File: src/rtl/lcdram_pkg.sv
package lcdram_pkg;

    typedef enum logic [2:0] {
        BLK_NONE    = 3'd0,
        BLK_ONE     = 3'd1,
        BLK_TWO     = 3'd2,
        BLK_THREE   = 3'd3,
        BLK_FOUR    = 3'd4,
        BLK_EIGHT   = 3'd5,
        BLK_ALL     = 3'd6,
        BLK_ALL_ALT = 3'd7
    } blink_mode_e;

    typedef struct packed {
        logic done;
        logic sof;
    } evt_flags_t;

    localparam int unsigned WORDS_PER_COM = 2;

    function automatic int unsigned blink_com_count(blink_mode_e m);
        case (m)
            BLK_ONE:   return 1;
            BLK_TWO:   return 2;
            BLK_THREE: return 3;
            BLK_FOUR:  return 4;
            BLK_EIGHT: return 8;
            default:   return 0;
        endcase
    endfunction

    function automatic logic blink_is_all(blink_mode_e m);
        return (m == BLK_ALL) || (m == BLK_ALL_ALT);
    endfunction

endpackage

File: src/rtl/lcdram_ctrl.sv
module lcdram_ctrl
    import lcdram_pkg::*;
(
    input  logic        clk,
    input  logic        rst,
    input  logic        ctrl_we,
    input  logic        stat_we,
    input  logic        ien_we,
    input  logic [7:0]  wbyte,
    input  logic        sof,
    output logic        pending,
    output logic        copy_en,
    output blink_mode_e blink_mode,
    output evt_flags_t  flags,
    output evt_flags_t  ien,
    output logic        irq
);

    assign copy_en = sof && pending;

    always_ff @(posedge clk) begin
        if (rst) begin
            pending    <= 1'b0;
            blink_mode <= BLK_NONE;
            flags      <= '0;
            ien        <= '0;
        end else begin
            if (ctrl_we && wbyte[0])
                pending <= 1'b1;
            else if (copy_en)
                pending <= 1'b0;
            if (ctrl_we)
                blink_mode <= blink_mode_e'(wbyte[6:4]);
            flags.sof  <= sof     || (flags.sof  && !(stat_we && wbyte[0]));
            flags.done <= copy_en || (flags.done && !(stat_we && wbyte[1]));
            if (ien_we)
                ien <= evt_flags_t'(wbyte[1:0]);
        end
    end

    assign irq = (flags.sof && ien.sof) || (flags.done && ien.done);

    AST_PEND_CLEAR: assert property (@(posedge clk) disable iff (rst)
        pending && sof && !(ctrl_we && wbyte[0]) |=> !pending && flags.done);
    AST_PEND_HOLD: assert property (@(posedge clk) disable iff (rst)
        pending && !sof |=> pending);
    AST_SOF_FLAG: assert property (@(posedge clk) disable iff (rst)
        sof |=> flags.sof);
    AST_DONE_ONLY_COPY: assert property (@(posedge clk) disable iff (rst)
        !flags.done && !(sof && pending) |=> !flags.done);
    AST_IRQ_QUIET: assert property (@(posedge clk) disable iff (rst)
        (ien == '0) |-> !irq);

endmodule

File: src/rtl/lcdram_banks.sv
module lcdram_banks #(
    parameter int unsigned NWORDS = 16,
    parameter int unsigned WORD_W = 32,
    localparam int unsigned IDX_W = $clog2(NWORDS)
) (
    input  logic              clk,
    input  logic              rst,
    input  logic              we,
    input  logic [IDX_W-1:0]  waddr,
    input  logic [WORD_W-1:0] wdata,
    input  logic              copy_en,
    input  logic [IDX_W-1:0]  host_raddr,
    output logic [WORD_W-1:0] host_rword,
    input  logic [IDX_W-1:0]  disp_raddr,
    output logic [WORD_W-1:0] disp_rword
);

    logic [NWORDS-1:0][WORD_W-1:0] wbank;
    logic [NWORDS-1:0][WORD_W-1:0] shadow;

    for (genvar i = 0; i < NWORDS; i++) begin : g_word
        always_ff @(posedge clk) begin
            if (rst) begin
                wbank[i]  <= '0;
                shadow[i] <= '0;
            end else begin
                if (we && (waddr == IDX_W'(i)))
                    wbank[i] <= wdata;
                if (copy_en)
                    shadow[i] <= wbank[i];
            end
        end
    end

    assign host_rword = wbank[host_raddr];
    assign disp_rword = shadow[disp_raddr];

    AST_SHADOW_HOLD: assert property (@(posedge clk) disable iff (rst)
        $past(!rst) && !$past(copy_en) |-> $stable(shadow));
    AST_SHADOW_COPY: assert property (@(posedge clk) disable iff (rst)
        $past(!rst) && $past(copy_en) |-> shadow == $past(wbank));

endmodule

File: src/rtl/lcdram_blink.sv
module lcdram_blink
    import lcdram_pkg::*;
#(
    parameter int unsigned NWORDS = 16,
    parameter int unsigned WORD_W = 32,
    localparam int unsigned IDX_W = $clog2(NWORDS)
) (
    input  logic              clk,
    input  logic              rst,
    input  logic [WORD_W-1:0] word_in,
    input  logic [IDX_W-1:0]  addr,
    input  blink_mode_e       mode,
    input  logic              blink_off,
    output logic [WORD_W-1:0] data_o
);

    logic [WORD_W-1:0] mask;
    int unsigned       com_idx;
    logic              seg0_word;

    always_comb begin
        com_idx   = 32'(addr) / WORDS_PER_COM;
        seg0_word = (32'(addr) % WORDS_PER_COM) == 0;
        mask      = '0;
        if (blink_off) begin
            if (blink_is_all(mode))
                mask = '1;
            else if (seg0_word && (com_idx < blink_com_count(mode)))
                mask[0] = 1'b1;
        end
    end

    always_ff @(posedge clk) begin
        if (rst)
            data_o <= '0;
        else
            data_o <= word_in & ~mask;
    end

    AST_BLINK_QUIET: assert property (@(posedge clk) disable iff (rst)
        $past(!rst) && !$past(blink_off) |-> data_o == $past(word_in));
    AST_BLINK_ALL: assert property (@(posedge clk) disable iff (rst)
        $past(!rst) && $past(blink_off) && $past(mode == BLK_ALL) |-> data_o == '0);

endmodule

File: src/rtl/lcd_pixel_ram.sv
module lcd_pixel_ram
    import lcdram_pkg::*;
#(
    parameter int unsigned NWORDS = 16,
    parameter int unsigned WORD_W = 32,
    parameter int unsigned ADDR_W = $clog2(NWORDS + 3)
) (
    input  logic                      clk,
    input  logic                      rst,
    input  logic                      host_we,
    input  logic [ADDR_W-1:0]         host_addr,
    input  logic [WORD_W-1:0]         host_wdata,
    output logic [WORD_W-1:0]         host_rdata,
    input  logic                      sof_i,
    input  logic                      blink_off_i,
    input  logic [$clog2(NWORDS)-1:0] disp_addr_i,
    output logic [WORD_W-1:0]         disp_data_o,
    output logic                      irq_o
);

    localparam int unsigned IDX_W    = $clog2(NWORDS);
    localparam int unsigned CTRL_OFS = NWORDS;
    localparam int unsigned STAT_OFS = NWORDS + 1;
    localparam int unsigned IEN_OFS  = NWORDS + 2;

    logic              sel_ram, sel_ctrl, sel_stat, sel_ien;
    logic              pending, copy_en;
    blink_mode_e       blink_mode;
    evt_flags_t        flags, ien;
    logic [WORD_W-1:0] host_rword, disp_rword;

    assign sel_ram  = 32'(host_addr) < NWORDS;
    assign sel_ctrl = 32'(host_addr) == CTRL_OFS;
    assign sel_stat = 32'(host_addr) == STAT_OFS;
    assign sel_ien  = 32'(host_addr) == IEN_OFS;

    lcdram_ctrl u_ctrl (
        .clk        (clk),
        .rst        (rst),
        .ctrl_we    (host_we && sel_ctrl),
        .stat_we    (host_we && sel_stat),
        .ien_we     (host_we && sel_ien),
        .wbyte      (host_wdata[7:0]),
        .sof        (sof_i),
        .pending    (pending),
        .copy_en    (copy_en),
        .blink_mode (blink_mode),
        .flags      (flags),
        .ien        (ien),
        .irq        (irq_o)
    );

    lcdram_banks #(.NWORDS(NWORDS), .WORD_W(WORD_W)) u_banks (
        .clk        (clk),
        .rst        (rst),
        .we         (host_we && sel_ram),
        .waddr      (host_addr[IDX_W-1:0]),
        .wdata      (host_wdata),
        .copy_en    (copy_en),
        .host_raddr (host_addr[IDX_W-1:0]),
        .host_rword (host_rword),
        .disp_raddr (disp_addr_i),
        .disp_rword (disp_rword)
    );

    lcdram_blink #(.NWORDS(NWORDS), .WORD_W(WORD_W)) u_blink (
        .clk       (clk),
        .rst       (rst),
        .word_in   (disp_rword),
        .addr      (disp_addr_i),
        .mode      (blink_mode),
        .blink_off (blink_off_i),
        .data_o    (disp_data_o)
    );

    always_comb begin
        host_rdata = '0;
        if (sel_ram) begin
            host_rdata = host_rword;
        end else if (sel_ctrl) begin
            host_rdata[0]   = pending;
            host_rdata[6:4] = blink_mode;
        end else if (sel_stat) begin
            host_rdata[1:0] = flags;
        end else if (sel_ien) begin
            host_rdata[1:0] = ien;
        end
    end

    AST_IRQ_NEEDS_FLAG: assert property (@(posedge clk) disable iff (rst)
        irq_o |-> (flags != '0));

endmodule

File: config.mk
export PLATFORM = sky130hd
export DESIGN_NAME = lcd_pixel_ram
export DESIGN_NICKNAME = d
export VERILOG_FILES = /design/src/rtl/lcdram_pkg.sv /design/src/rtl/lcdram_ctrl.sv /design/src/rtl/lcdram_banks.sv /design/src/rtl/lcdram_blink.sv /design/src/rtl/lcd_pixel_ram.sv
export SDC_FILE = /design/constraint.sdc
export NUM_CORES = 2
export LEC_CHECK = 0
export ABC_AREA = 1
export CORE_MARGIN = 8
export CORE_UTILIZATION = 33
export CTS_BUF_LIST = sky130_fd_sc_hd__clkbuf_4 sky130_fd_sc_hd__clkbuf_8
export DETAILED_ROUTE_END_ITERATION = 8
export SYNTH_ARGS = -nofsm -noshare
export SYNTH_HDL_FRONTEND = slang
export SYNTH_SLANG_ARGS = --single-unit
File: constraint.sdc
create_clock -name clk -period 2.1 [get_ports clk]
set_input_delay 0.315 -clock clk [delete_from_list [all_inputs] [get_ports clk]]
set_output_delay 0.315 -clock clk [all_outputs]
set_load 0.01 [all_outputs]
### Word-level counts from Yosys, hierarchy flattened

Index checks and enable logic that the tools add are counted.

* multiplexer cells: 22
* add/subtract/negate cells: 0
* bitwise gates (word level): 2
* $mul: 0
* reductions and logical operators: 38
* $lt $le $gt $ge: 4
* eq/ne operators: 25
* div/mod/pow operators: 0
* shift operators: 0

Operators by type and width (count)
* binary-select mux 32 bit (select 4 bit): 2
* 2-to-1 mux 32 bit: 5
* AND 32 bit: 1
* equality test 4 bit, second input constant: 8
* zero test 32 bit: 1
* < comparator 3 x 32 -> 1 bit: 1
* NOT 32 bit: 1
* 2-to-1 mux 31 bit: 1
* logical AND 1 bit: 29
* 2-to-1 mux 25 bit: 1
* one-hot mux 4 bit (5 select lines): 1
* equality test 4 x 3 -> 1 bit, second input constant: 4
* equality test 5 bit, second input constant: 3
* equality test 3 bit, second input constant: 4
* < comparator 4 x 5 -> 1 bit, second input constant: 2
* equality test 4 x 2 -> 1 bit, second input constant: 2
* 2-to-1 mux 2 bit: 4
* equality test 3 x 2 -> 1 bit, second input constant: 2
* 2-to-1 mux 1 bit: 6
* 2-to-1 mux 3 bit: 2
* < comparator 5 bit, second input constant: 1
* equality test 4 x 1 -> 1 bit, second input constant: 1
* zero test 4 bit: 1
* logical OR 1 bit: 4
* other kinds (3): 4

* RAM bits: 0
* memories: 0
* latch bits: 0
* memory bits (read-only): 0
* flip-flop bits (word level): 1064
* output and inout bits: 65

### Depth between registers and ports, before layout

* depth in word-level cells: 11
* mapped depth: 12
* depth with buffers taken out: 9

### Cells and area by module

From an unflattened synthesis, not the netlist that was laid out.

* cells, all modules: 7145
* area, all modules: 48775.5 µm²

By module, submodules not included
* lcdram_banks: area each 47040.1 µm², seq. area each 20499.7 µm², times used 1, cells an instance 6886
* lcdram_blink: area each 1026.0 µm², seq. area each 640.6 µm², times used 1, cells an instance 123
* lcd_pixel_ram: area each 410.4 µm², seq. area each 0.0 µm², times used 1, cells an instance 95
* lcdram_ctrl: area each 299.0 µm², seq. area each 160.2 µm², times used 1, cells an instance 41

### Least setup slack after synthesis

No wires, ideal clock.

* path kind: input port to output port
* start point: in host_addr[0]
* end point: out host_rdata[25]
* cell stages on the path: 10
* path buffers: 4
* slack: 0.286 ns
* arrival time: 1.499 ns
* cell sequence: buf_4 -> buf_2 -> buf_2 -> buf_2 -> nand3_1 -> nand4_1 -> nand2_1 -> nand2_1 -> nor2_1 -> nor2_1

* word-level cells in the longest chain between the ends: 3
* elaborated cells between the ends (all ways): 4
* classes of those cells: 1 x order compare; 3 x mux

Ends and longest elaborated chain
* start: declaration: RTL line lcd_pixel_ram.sv:11 `input logic [ADDR_W-1:0] host_addr,`
* binary-select mux 32 bit (select 4 bit): RTL line lcdram_banks.sv:35 `assign host_rword = wbank[host_raddr];`
* 2-to-1 mux 32 bit (not written as such): RTL line lcdram_banks.sv:35
* 2-to-1 mux 25 bit *: RTL line lcd_pixel_ram.sv:78 `if (sel_ram) begin`
* end: declaration: RTL line lcd_pixel_ram.sv:13 `output logic [WORD_W-1:0] host_rdata,`

Mark *: on every way between the ends. The rest lies on a longest branch, timed or not. The select of a mux whose other input is x is not followed.

### Final worst setup path

* start point: reg u_banks.wbank[41] (netlist bit)
* end point: out host_rdata[9]

* word-level cells in the longest chain between the ends: 3

Ends and longest elaborated chain
* start: declaration: RTL line lcdram_banks.sv:18 `logic [NWORDS-1:0][WORD_W-1:0] wbank;`
* start signal: indexed assignment: RTL line lcdram_banks.sv:28 `wbank[i] <= wdata;`
* binary-select mux 32 bit (select 4 bit): RTL line lcdram_banks.sv:35
* 2-to-1 mux 32 bit (not written as such): RTL line lcdram_banks.sv:35
* 2-to-1 mux 25 bit: RTL line lcd_pixel_ram.sv:78

Every way passes these cells. The select of a mux whose other input is x is not followed.

==> out/results.ini <==
[outcome]
status = finished, violations left
violations = setup timing

[global_route]
grt_pass1_vias = 43300
antenna_found_initial = 13
gr-total-overflow = 0
grt_pass1_wl_mm = 272
grt_max_degree = 134
grtUsageTotal_pct = 23.1

[timing]
period_share_pct = 113
tightest_slew_ns = 0.754
final_hold_viol_count = 0
timing.slew.headroom_pct = 49.6
report.final.slew_viol_count = 0
setup_slack_ns = -0.275
max_freq_ghz = 0.421
holdWs_ns = 0.102
skew_ns = 0.0554
period_minus_slack_ns = 2.37
finalSetupViolCount = 32
rsz0062_at_grt = yes

[hold_path]
min_from = disp_addr_i[2]
min_to = u_blink.data_o[3]
min_path_type = primary input to flop
whs_path_depth = 5

[worst_setup_path]
cpMaxStageDelayCell = dfxtp_2
cp-start-kind = flop
crit_type = flop to output pin
rr_worst_depth = 14
worstReg2RegEnd = u_banks.wbank[41]
crit_path_end_kind = output pin
path_cells = inv_2 -> nor2_2 -> a21oi_2 -> nand2_1 -> nand2_1 -> nand2_1 -> nor2_1 -> buf_4 -> nor2_2 -> buf_2
cp.arrival_ns = 2.06
r2r_start = u_banks.wbank[41]
cp_top_family = simple AND/OR/NAND/NOR gates
critPathMaxFanout = 2
max_stage_delay_ns = 0.32
cp.buffers_inverters = 3
reg2reg_setup_slack_ns = 0.10
cp.required_ns = 1.78
cpMostUsedCell = nand2_1

[route]
vias = 46300
first_pass_iters = 6
wl_per_cell_um = 21.1
first_iter_violations = 5256
wirelength_mm = 183
drc_errors = 0
viasPerCell = 5.34
ant_nets = 0

[layout]
final_util_pct = 41.5
fin_nets = 6781
final_area_sq_mm = 0.0568
nFillCells = 13900
syn_to_final_growth_pct = 25.4
drive_gt1_share_pct = 17.7
stdcell_count = 8655

[die]
dieHeight_um = 386
start_util_pct = 33.1
core_sq_mm = 0.137
die_area_sq_mm = 0.149
io_pins = 111
rows = 136
die-width_um = 386

[cts]
cts_tree = yes
clk_pin_slew_ns = 0.06
clk_path_buf_depth = 3
clock-sinks = 1064
h-tree-depth = 4
root_buffer = clkbuf_8
worstSkewPairLatency_ns = 0.92
cts_made_buffers = 182

[placement]
placed_area_sq_mm = 0.0514
place.gp.congestion = 0.884
portBuffers = 110
place_inst = 8238
dp_hpwl_mm = 113

[pwr]
power_uw = 44300
peakVddDrop_mv = 0.643
p_leak_uw = 0.0219
power_density_mw_per_mm2 = 780

[synth]
ys_warn_count = 0
synth_cells = 6507
synth.cell_area_sq_mm = 0.0453
synth_top_family_by_area = compound AO/OA/AOI/OAI gates
synth_top_cell_by_area = dfxtp_1
yosys_register_bits = 1064
synthTopCellsByArea = dfxtp_1 47%, o21ai_0 12%, a21oi_1 9.0%
synth_xor_area_share_pct = 0
synthMuxAreaShare_pct = 0
yosys.area_share.simple_pct = 22.1
synthesis.nets = 6555
ys_types = 23
synth_top_area_share_pct = 47.0
synthAdderAreaFrac_pct = 0.0553
yosysSeqAreaShare_pct = 47.0
synth.avg_cell_area_sq_um = 6.96
synth_compound_area_share_pct = 22.4

[run]
maxCapViolCount = 0

through the flow:
step | worst slack, ns | TNS [ns]
after CTS | -0.358 | -8.71
final | -0.275 | -5.78
after floorplan | 0.286 | 0
after detailed placement | -0.903 | -150.78
after global routing | -0.398 | -9.01
after global placement | -0.874 | -149.08
tightest hold or removal path, cell delays in order:
cell	delay (ns)
buf_4	0.16
buf_12	0.18
nand3_1	0.11
a21oi_1	0.06
nor2_1	0.12
kinds of logic after synthesis:
kind of cell | after synthesis
buffers and inverters | 975
DFF | 1064
AOI/OAI and AO/OA | 1993
and+or+nand+nor | 2473
adders and majority gates | 2
flip-flops by register name, summed over array words and instances, names as in the netlist:
name / flops
u_ctrl.ien: 2
u_banks.shadow: 512
u_ctrl.blink_mode: 3
u_ctrl.pending: 1
u_ctrl.flags: 2
u_banks.wbank: 512
u_blink.data_o: 32
layout by cell type (no fill, tap or decap), types with 6 or more instances in the layout:
| master | Yosys | layout |
|---|---|---|
| buf_12 | 0 | 159 |
| nand4_1 | 94 | 94 |
| nor2_4 | 0 | 28 |
| inv_6 | 0 | 6 |
| o211ai_1 | 62 | 62 |
| o21ai_1 | 33 | 43 |
| inv_1 | 399 | 357 |
| dfxtp_2 | 0 | 158 |
| nand3_2 | 0 | 22 |
| clkinvlp_4 | 0 | 6 |
| nand2_4 | 0 | 8 |
| clkdlybuf4s50_1 | 0 | 36 |
| nor2_1 | 1000 | 952 |
| clkbuf_4 | 0 | 52 |
| nand3_1 | 355 | 333 |
| buf_2 | 86 | 23 |
| clkinv_2 | 0 | 14 |
| nand2_1 | 1016 | 956 |
| a21oi_1 | 812 | 800 |
| nor2_2 | 2 | 22 |
| dlygate4sd2_1 | 0 | 33 |
| a21oi_2 | 0 | 12 |
| inv_2 | 14 | 49 |
| buf_4 | 8 | 320 |
| clkbuf_8 | 0 | 224 |
| dfxtp_1 | 1064 | 904 |
| nand2_2 | 4 | 56 |
| buf_6 | 3 | 19 |
| o21ai_0 | 1085 | 1070 |
worst max-delay path by stage:
stage                                   from              to  slack, ns  cells after the start
final                      u_banks.wbank[41]   host_rdata[9]      -0.27                     10
after global routing      u_banks.wbank[109]  host_rdata[13]      -0.40                     10
after CTS                  u_banks.wbank[41]   host_rdata[9]      -0.36                     10
after detailed placement        host_addr[1]  host_rdata[28]      -0.90                     12
after global placement          host_addr[1]  host_rdata[29]      -0.87                     12
after floorplan                 host_addr[0]  host_rdata[25]       0.29                     10
repair_timing:
| item | in CTS | in global routing |
|---|---|---|
| hold endpoints to repair | 22 | 0 |
| hold buffers | 1 | 0 |
| setup buffers | 89 | 19 |
| gates resized for setup | 409 | 153 |
| pin swaps | 97 | 115 |
| gates cloned | 2 | 5 |
| endpoints found under the setup margin | 65 | 34 |
cell usage after synthesis (all sizes together):
| master | number |
|---|---|
| nor3 | 2 |
| buf | 150 |
| clkbuf | 410 |
| o21ai | 1118 |
| nand3 | 355 |
| nand4 | 94 |
| o211ai | 62 |
| dfxtp | 1064 |
| a21oi | 812 |
| nand2 | 1020 |
| clkinv | 1 |
| o31ai | 1 |
| inv | 414 |
| ha | 2 |
| nor2 | 1002 |
layer usage:
layer / GRT usage, % / vias to the layer above / part of all wire (%) / wire, um
li1: - / 21900 / - / -
met1: 30.9 / 21700 / 43 / 78400
met2: 36.2 / 2153 / 44 / 81200
met3: 4.45 / 471 / 8.5 / 15500
met4: 10.0 / 6 / 4.1 / 7530
met5: 0 / - / 0.067 / 123
area by class of cell:
type	instances	area (sq um)	area share [%]
diodes	4	10.0	0.0176
flip-flops and latches	1064	21500	37.9
inverters	415	1590	2.80
clock buffers	276	3470	6.11
multi-input cells	4468	20800	36.6
clock inverters	32	349	0.615
well taps	1794	2240	3.95
repair buffers	602	6840	12.0
report_power, final:
| part | total (uW) | internal [uW] | switching (uW) | leakage (uW) |
|---|---|---|---|---|
| sequential | 20500 | 20400 | 126 | 0.00867 |
| combinational | 3800 | 1280 | 2520 | 0.0112 |
| clock | 20000 | 11100 | 8880 | 0.00202 |
| total | 44300 | 32800 | 11500 | 0.0219 |
Note: power is estimated with default switching activity, not from simulation.
